$ cat src/rtl/burst_seq_pkg.sv
package burst_seq_pkg;
  localparam int unsigned BEAT_W = 2;
  typedef enum logic {
    ORDER_LINEAR = 1'b0,
    ORDER_XOR    = 1'b1
  } order_e;
endpackage

$ cat src/rtl/burst_order_map.sv
module burst_order_map
  import burst_seq_pkg::*;
#(
  parameter int unsigned W = BEAT_W
) (
  input  order_e         order_i,
  input  logic [W-1:0]   base_i,
  input  logic [W-1:0]   beat_i,
  output logic [W-1:0]   addr_o
);
  logic [W-1:0] xor_addr;
  logic [W-1:0] lin_addr;

  assign xor_addr = base_i ^ beat_i;
  assign lin_addr = base_i + beat_i;  // wraps modulo 2**W

  always_comb begin
    unique case (order_i)
      ORDER_XOR:    addr_o = xor_addr;
      default:      addr_o = lin_addr;
    endcase
  end
endmodule

$ cat src/rtl/burst_beat_ctr.sv
module burst_beat_ctr
  import burst_seq_pkg::*;
#(
  parameter int unsigned W = BEAT_W
) (
  input  logic         clk_i,
  input  logic         rst_ni,
  input  logic         load_i,
  input  logic         step_i,
  input  logic         mode_i,
  input  logic [W-1:0] start_i,
  output logic [W-1:0] beat_o,
  output logic [W-1:0] beat_nxt_o,
  output logic [W-1:0] base_o,
  output order_e       order_o
);
  logic [W-1:0] beat_q;
  logic [W-1:0] base_q;
  order_e       order_q;

  assign beat_nxt_o = beat_q + W'(1);

  always_ff @(posedge clk_i or negedge rst_ni) begin
    if (!rst_ni) begin
      beat_q  <= '0;
      base_q  <= '0;
      order_q <= ORDER_LINEAR;
    end else if (load_i) begin
      beat_q  <= '0;
      base_q  <= start_i;
      order_q <= order_e'(mode_i);
    end else if (step_i) begin
      beat_q  <= beat_nxt_o;
    end
  end

  assign beat_o  = beat_q;
  assign base_o  = base_q;
  assign order_o = order_q;
endmodule

$ cat src/rtl/burst_addr_seq.sv
module burst_addr_seq
  import burst_seq_pkg::*;
#(
  parameter int unsigned UPPER_W = 15,
  localparam int unsigned ADDR_W = UPPER_W + BEAT_W
) (
  input  logic               clk_i,
  input  logic               rst_ni,
  input  logic               load_i,
  input  logic               adv_ni,
  input  logic               mode_i,
  input  logic [BEAT_W-1:0]  start_i,
  input  logic [UPPER_W-1:0] upper_i,
  output logic [ADDR_W-1:0]  addr_o
);
  logic              step;
  logic [BEAT_W-1:0] beat_q;
  logic [BEAT_W-1:0] beat_nxt;
  logic [BEAT_W-1:0] base_q;
  order_e            order_q;
  logic [BEAT_W-1:0] low_nxt;
  logic [BEAT_W-1:0] low_q;
  logic [UPPER_W-1:0] upper_q;

  // load wins; advance is ignored in a load cycle
  assign step = ~load_i & ~adv_ni;

  burst_beat_ctr #(.W(BEAT_W)) u_ctr (
    .clk_i      (clk_i),
    .rst_ni     (rst_ni),
    .load_i     (load_i),
    .step_i     (step),
    .mode_i     (mode_i),
    .start_i    (start_i),
    .beat_o     (beat_q),
    .beat_nxt_o (beat_nxt),
    .base_o     (base_q),
    .order_o    (order_q)
  );

  burst_order_map #(.W(BEAT_W)) u_map (
    .order_i (order_q),
    .base_i  (base_q),
    .beat_i  (beat_nxt),
    .addr_o  (low_nxt)
  );

  always_ff @(posedge clk_i or negedge rst_ni) begin
    if (!rst_ni) begin
      low_q   <= '0;
      upper_q <= '0;
    end else if (load_i) begin
      low_q   <= start_i;
      upper_q <= upper_i;
    end else if (step) begin
      low_q   <= low_nxt;
    end
  end

  assign addr_o = {upper_q, low_q};
endmodule

$ cat config.mk
export PLATFORM = sky130hd
export DESIGN_NAME = burst_addr_seq
export DESIGN_NICKNAME = d
export VERILOG_FILES = /design/src/rtl/burst_seq_pkg.sv /design/src/rtl/burst_order_map.sv /design/src/rtl/burst_beat_ctr.sv /design/src/rtl/burst_addr_seq.sv
export SDC_FILE = /design/constraint.sdc
export NUM_CORES = 1
export LEC_CHECK = 0
export BUFFER_PORTS_ARGS = -buffer_cell sky130_fd_sc_hd__buf_2
export CAP_MARGIN = 20
export CORE_ASPECT_RATIO = 1.5
export CORE_MARGIN = 4
export CORE_UTILIZATION = 42
export CTS_CLUSTER_SIZE = 14
export DETAILED_ROUTE_END_ITERATION = 7
export PLACE_DENSITY = 0.74
export SETUP_SLACK_MARGIN = 0.5
export SLEW_MARGIN = 15
export SYNTH_ARGS = -nofsm -noshare
export SYNTH_HDL_FRONTEND = slang
export SYNTH_HIERARCHICAL = 1
export SYNTH_SLANG_ARGS = --single-unit
$ cat constraint.sdc
create_clock -name clk_i -period 1.14 [get_ports clk_i]
set_input_delay 0.171 -clock clk_i [delete_from_list [all_inputs] [get_ports clk_i]]
set_output_delay 0.171 -clock clk_i [all_outputs]
set_load 0.01 [all_outputs]
# Yosys cells after proc, flatten, opt, wreduce, memory -nomap -nowiden

Index checks and enable logic that the tools add are counted.

$add $sub $neg: 2
Bitwise operators: 4
Multiplexer cells: 5
Reductions and logical operators: 1

Operators by type and width:

| operator              | number |
|---|---|
| $mux W2               | 5 |
| $add A2 B1 Y2 const B | 1 |
| $add A2 B2 Y2         | 1 |
| $not A1 Y1            | 2 |
| $reduce_bool A2 Y1    | 1 |
| $xor A2 B2 Y2         | 1 |
| $and A1 B1 Y1         | 1 |

Register bits: 22
Output and inout port bits: 17
Bits of input ports: 22
Logic and storage cells: 17

# Depth between registers and ports, before layout

Depth after elaboration: 5
Mapped depth: 6
Depth with buffers taken out: 6

# Modules after synthesis

Netlist, hierarchy kept.

Modules (own cells, without submodules):

| module          | cells an instance | area each (µm²) | instances |
|---|---|---|---|
| burst_addr_seq  | 41                | 714.4           | 1 |
| burst_beat_ctr  | 15                | 206.4           | 1 |
| burst_order_map | 4                 | 36.3            | 1 |

# Least setup slack after synthesis

Ideal clock, no wire load.

Path kind: register -> register
Start: register u_ctr.beat_q[0], in the netlist u_ctr/beat_o[0]
End: register low_q[1]
Arrival: 1.079 ns
Stages on the path, launching flop included: 6
Library setup time: 0.083 ns
Path slack: -0.021 ns
Cell sequence: dfrtp_1 > xor2_1 > xnor2_1 > xnor2_1 > mux2i_1 > o21ai_0

Cells in the longest elaborated chain, start to end: 5
Elaborated cells between the ends (all ways): 6
Classes of those cells: 2 x add/sub; 3 x mux; 1 x bitwise

Ends and longest elaborated chain:

| element                                               | RTL line                                     | source |
|---|---|---|
| start, declared                                       | burst_beat_ctr.sv:17                         | `logic [W-1:0] beat_q;` |
| start signal, assigned                                | burst_beat_ctr.sv:33                         | `beat_q <= beat_nxt_o;` |
| $add A2 B1 Y2 *                                       | burst_beat_ctr.sv:21                         | `assign beat_nxt_o = beat_q + W'(1);` |
| named net beat_nxt[1]                                 | burst_addr_seq.sv:18                         | `logic [BEAT_W-1:0] beat_nxt;` |
| $add A2 B2 Y2 / $xor A2 B2 Y2 (equally long branches) | burst_order_map.sv:15, burst_order_map.sv:14 |  |
| $mux W2 *                                             | burst_order_map.sv:18                        | `unique case (order_i)` |
| named net low_nxt[1]                                  | burst_addr_seq.sv:21                         | `logic [BEAT_W-1:0] low_nxt;` |
| $mux W2 *                                             | burst_addr_seq.sv:55                         | `end else if (step) begin` |
| $mux W2 *                                             | burst_addr_seq.sv:52                         | `end else if (load_i) begin` |
| end signal, assigned                                  | burst_addr_seq.sv:53                         | `low_q <= start_i;` |
| end signal, assigned                                  | burst_addr_seq.sv:56                         | `low_q <= low_nxt;` |
| end, declared                                         | burst_addr_seq.sv:22                         | `logic [BEAT_W-1:0] low_q;` |

Mark *: on every way through the listed nets, which the timed path passes. The rest lies on a longest branch. The select of a mux whose other input is x is not followed.
A chain may end at the register's enable or synchronous reset.

# Worst setup path in the final report

Start: register u_ctr.beat_q[0], in the netlist u_ctr/beat_o[0]
End: register u_ctr.beat_q[1], in the netlist u_ctr/beat_o[1]

Cells in the longest elaborated chain, start to end: 3

Ends and longest elaborated chain:

| element       | RTL line             | source |
|---|---|---|
| $add A2 B1 Y2 | burst_beat_ctr.sv:21 |  |
| $mux W2       | burst_beat_ctr.sv:32 | `end else if (step_i) begin` |
| $mux W2       | burst_beat_ctr.sv:28 | `end else if (load_i) begin` |

No other way between the ends. The select of a mux whose other input is x is not followed.

==> results.rst <==
.. list-table::
   :header-rows: 1

   * - Metric
     - Value
   * - Result of the run
     - finished, violations left
   * - Violated checks
     - negative hold slack, negative setup slack
   * - RSZ-0062 raised after global routing
     - yes
   * - Setup crit end kind
     - flop
   * - Final core utilization
     - 0.626
   * - Max Root-Sink Buffers
     - 2
   * - Crit path largest cell delay
     - about 0.42 ns
   * - Post-route setup TNS
     - -0.0446 ns
   * - Worst rel slew slack
     - 0.687
   * - Slowest library cell on the worst path
     - dfrtp_1
   * - Synth Area per Inst
     - 16.0 sq um
   * - Slew at the pin with the worst max-slew slack
     - 0.470 ns
   * - Average wire length per cell after detail routing
     - 13.0 um
   * - Pin count of the biggest net entering global routing
     - 26
   * - Fraction of layout cells with a size suffix above 1
     - 0.694
   * - Peak supply drop
     - roughly 730 uV
   * - Initial Util
     - 0.455
   * - Final count of pins violating max slew
     - 0
   * - Final cycle utilization of the critical path
     - 1.02
   * - Fin nets
     - ~130
   * - Beginning of the critical path
     - u_ctr/beat_o[0]
   * - Worst-skew pair later-pin latency
     - 0.28 ns
   * - Worst hold margin
     - -0.177 ns
   * - Final-report hold violation count
     - 22
   * - Tmin final
     - 1.16 ns
   * - Global-route wire length before repair
     - 2810 um
   * - Highest-count cells in the layout ignoring fill and taps
     - 37 x buf_2, 22 x dfrtp_1, 16 x mux2_4
   * - TritonCTS sink count
     - 22
   * - Worst R2R Start
     - u_ctr/beat_o[0]
   * - Crit path top cell by count
     - buf_6
   * - Clock-pin slew reported for the worst setup and hold paths after clock tree synthesis
     - ~0.10 ns
   * - Global-route usage over all layers
     - 0.123
   * - DRC marker count from the first detailed-route iteration
     - 5
   * - Total chip power
     - 0.00164 W
   * - Clock Skew
     - ~0.0011 ns
   * - Number of setup violations in the final report
     - 2
   * - Area after DPL
     - 1200 sq um
   * - Global-route congestion overflow total
     - 0
   * - Count of inserted antenna diode cells
     - 0
   * - Row cnt
     - 20
   * - Die width
     - 47.0 um
   * - DR DRC count
     - 0
   * - Sequential area share after synthesis
     - 0.575
   * - Layout area overhead
     - 37.4%
   * - Hold WC Path Type
     - in -> async
   * - Critical-path cell list
     - buf_4 -> buf_6 -> buf_6 -> a21bo_2 -> a21oi_2
   * - Data arrival, critical path
     - 1.39 ns
   * - Classification of the worst setup path
     - reg -> reg
   * - Post-synthesis instance area
     - 957 sq um
   * - Number of buffers added by the clock tree synthesis step
     - 3
   * - Top achievable clock speed
     - 0.859 GHz
   * - Vertical die dimension
     - roughly 66 um
   * - Power density over the cells
     - roughly 1200 nW/um^2
   * - Number of distinct library cells after synthesis
     - 16
   * - Number of nets produced by synthesis
     - between 80 and 90
   * - Placer Congestion
     - 0.709
   * - Routed vias/inst
     - 4.94
   * - Worst slack at placement
     - -0.0253 ns
   * - Vias in the first global route
     - 695
   * - Detailed-route via count
     - 642
   * - Synthesized instance count
     - 60
   * - Total of warnings raised by yosys
     - 6
   * - Antenna Violating Nets Remaining
     - 0
   * - Crit path max fanout
     - 3
   * - Area of all placed cells without fillers
     - 1320 sq um
   * - Total of buffers placed on input and output ports
     - 38
   * - Clock tree from TritonCTS
     - yes
   * - Category of the worst setup path launch point
     - flop
   * - Worst endpoint required time
     - 1.36 ns
   * - Area inside the core boundary
     - 2100 sq um
   * - Maximum level of the CTS H-tree
     - 1
   * - Area of the die
     - between 3000 and 4000 sq um
   * - Leak pwr
     - 0.682 nW
   * - CTS Root Cell
     - clkbuf_4
   * - DR pass1 iterations
     - 3
   * - Most frequent standard cell in the layout excluding fill and tap cells
     - buf_2
   * - Initial antenna violation count
     - 0
   * - Wire length after detailed routing
     - between 1500 and 2000 um
   * - Boundary Pins
     - 39
   * - # Max-Cap Violations
     - 0
   * - Number of register bits inferred by synthesis
     - 22
   * - Least setup slack across all paths after layout
     - -0.0245 ns
-- worst paths after layout --
kind / to / slack [ns] / cells past startpoint
worst min register to register: upper_q[8] / 0.52 / 1
max in group asynchronous: upper_q[7] / 1.00 / 1
min in group clk_i: upper_q[14] / 0.11 / 2
worst min-delay path: upper_q[10] / -0.18 / 1
worst max-delay path: u_ctr/beat_o[1] / -0.02 / 5
worst max register to register: u_ctr/beat_o[1] / -0.02 / 5
-- report_power, final --
group	leakage (nW)	switching (W)	internal [W]	total, W
Clock	0.0138	0.000196	0.000123	0.000318
Combinational	0.406	0.000160	0.000257	0.000417
Sequential	0.262	0.0000476	0.000858	0.000905
Total	0.682	0.000403	0.00124	0.00164
-- final cells by class --
| type | count | area [sq um] |
|---|---|---|
| Tap cell | 22 | 27.5 |
| Multi-Input combinational cell | 35 | 423 |
| Timing Repair Buffer | 47 | 288 |
| Clock buffer | 3 | 22.5 |
| Fill cell | 183 | 787 |
| Inverter | 1 | 3.75 |
| Sequential cell | 22 | 551 |
-- repair_timing --
action                     in CTS  in global routing
buffers inserted                3                  4
pin swaps                       4                  2
setup endpoints to repair      39                 39
hold endpoints to repair       22                 22
gates resized for setup         5                  4
-- cells in the mapped netlist, drive strengths merged --
cell / instances / area share
inv: 1 / 0.0039
ha: 1 / 0.013
xor2: 1 / 0.0092
a21bo: 1 / 0.010
dfrtp: 22 / 0.58
xnor2: 3 / 0.027
mux2i: 2 / 0.021
a21oi: 1 / 0.0052
mux2: 18 / 0.27
nor2: 2 / 0.0078
nand2: 2 / 0.0078
o21ai: 2 / 0.010
nor2b: 1 / 0.0065
nand3b: 1 / 0.0078
buf: 2 / 0.024
-- per-stage QoR --
| stage | instances | hold slack, ns |
|---|---|---|
| floorplan | 60 | -0.125 |
| CTS | 126 | -0.173 |
| global placement | 120 | 0.150 |
| global route | 130 | -0.163 |
| detailed placement | 120 | 0.161 |
| finish | 130 | -0.177 |
-- worst max-delay path, delay by kind of cell, from the launching register on --
| family | cells | cell delay [ns] |
|---|---|---|
| AO/OA/AOI/OAI | 2 | 0.32 |
| buffers and inverters | 3 | 0.36 |
| flip-flops | 1 | 0.42 |
-- sequential cells by signal, summed over array words and instances, names as in the netlist --
signal	flops
upper_q	15
low_q	2
u_ctr/base_o	2
u_ctr/beat_o	2
u_ctr/order_o	1
-- metal layers --
metal | GRT usage | routed length, um | vias up
met1 | 0.136 | 683 | 311
li1 | - | - | 303
met4 | 0.0519 | 17 | 0
met3 | 0.0243 | 126 | 2
met5 | 0 | 0 | -
met2 | 0.216 | 864 | 26
-- logic make-up after synthesis --
kind of cell | Yosys count | synth area share
AOI/OAI and AO/OA | 4 | 0.0261
xor gates and xnor gates | 4 | 0.0366
adders and majority gates | 1 | 0.0131
buffers and inverters | 3 | 0.0274
DFF | 22 | 0.575
muxes | 20 | 0.292
and+or+nand+nor | 6 | 0.0301
(Power assumes the default switching activity.)
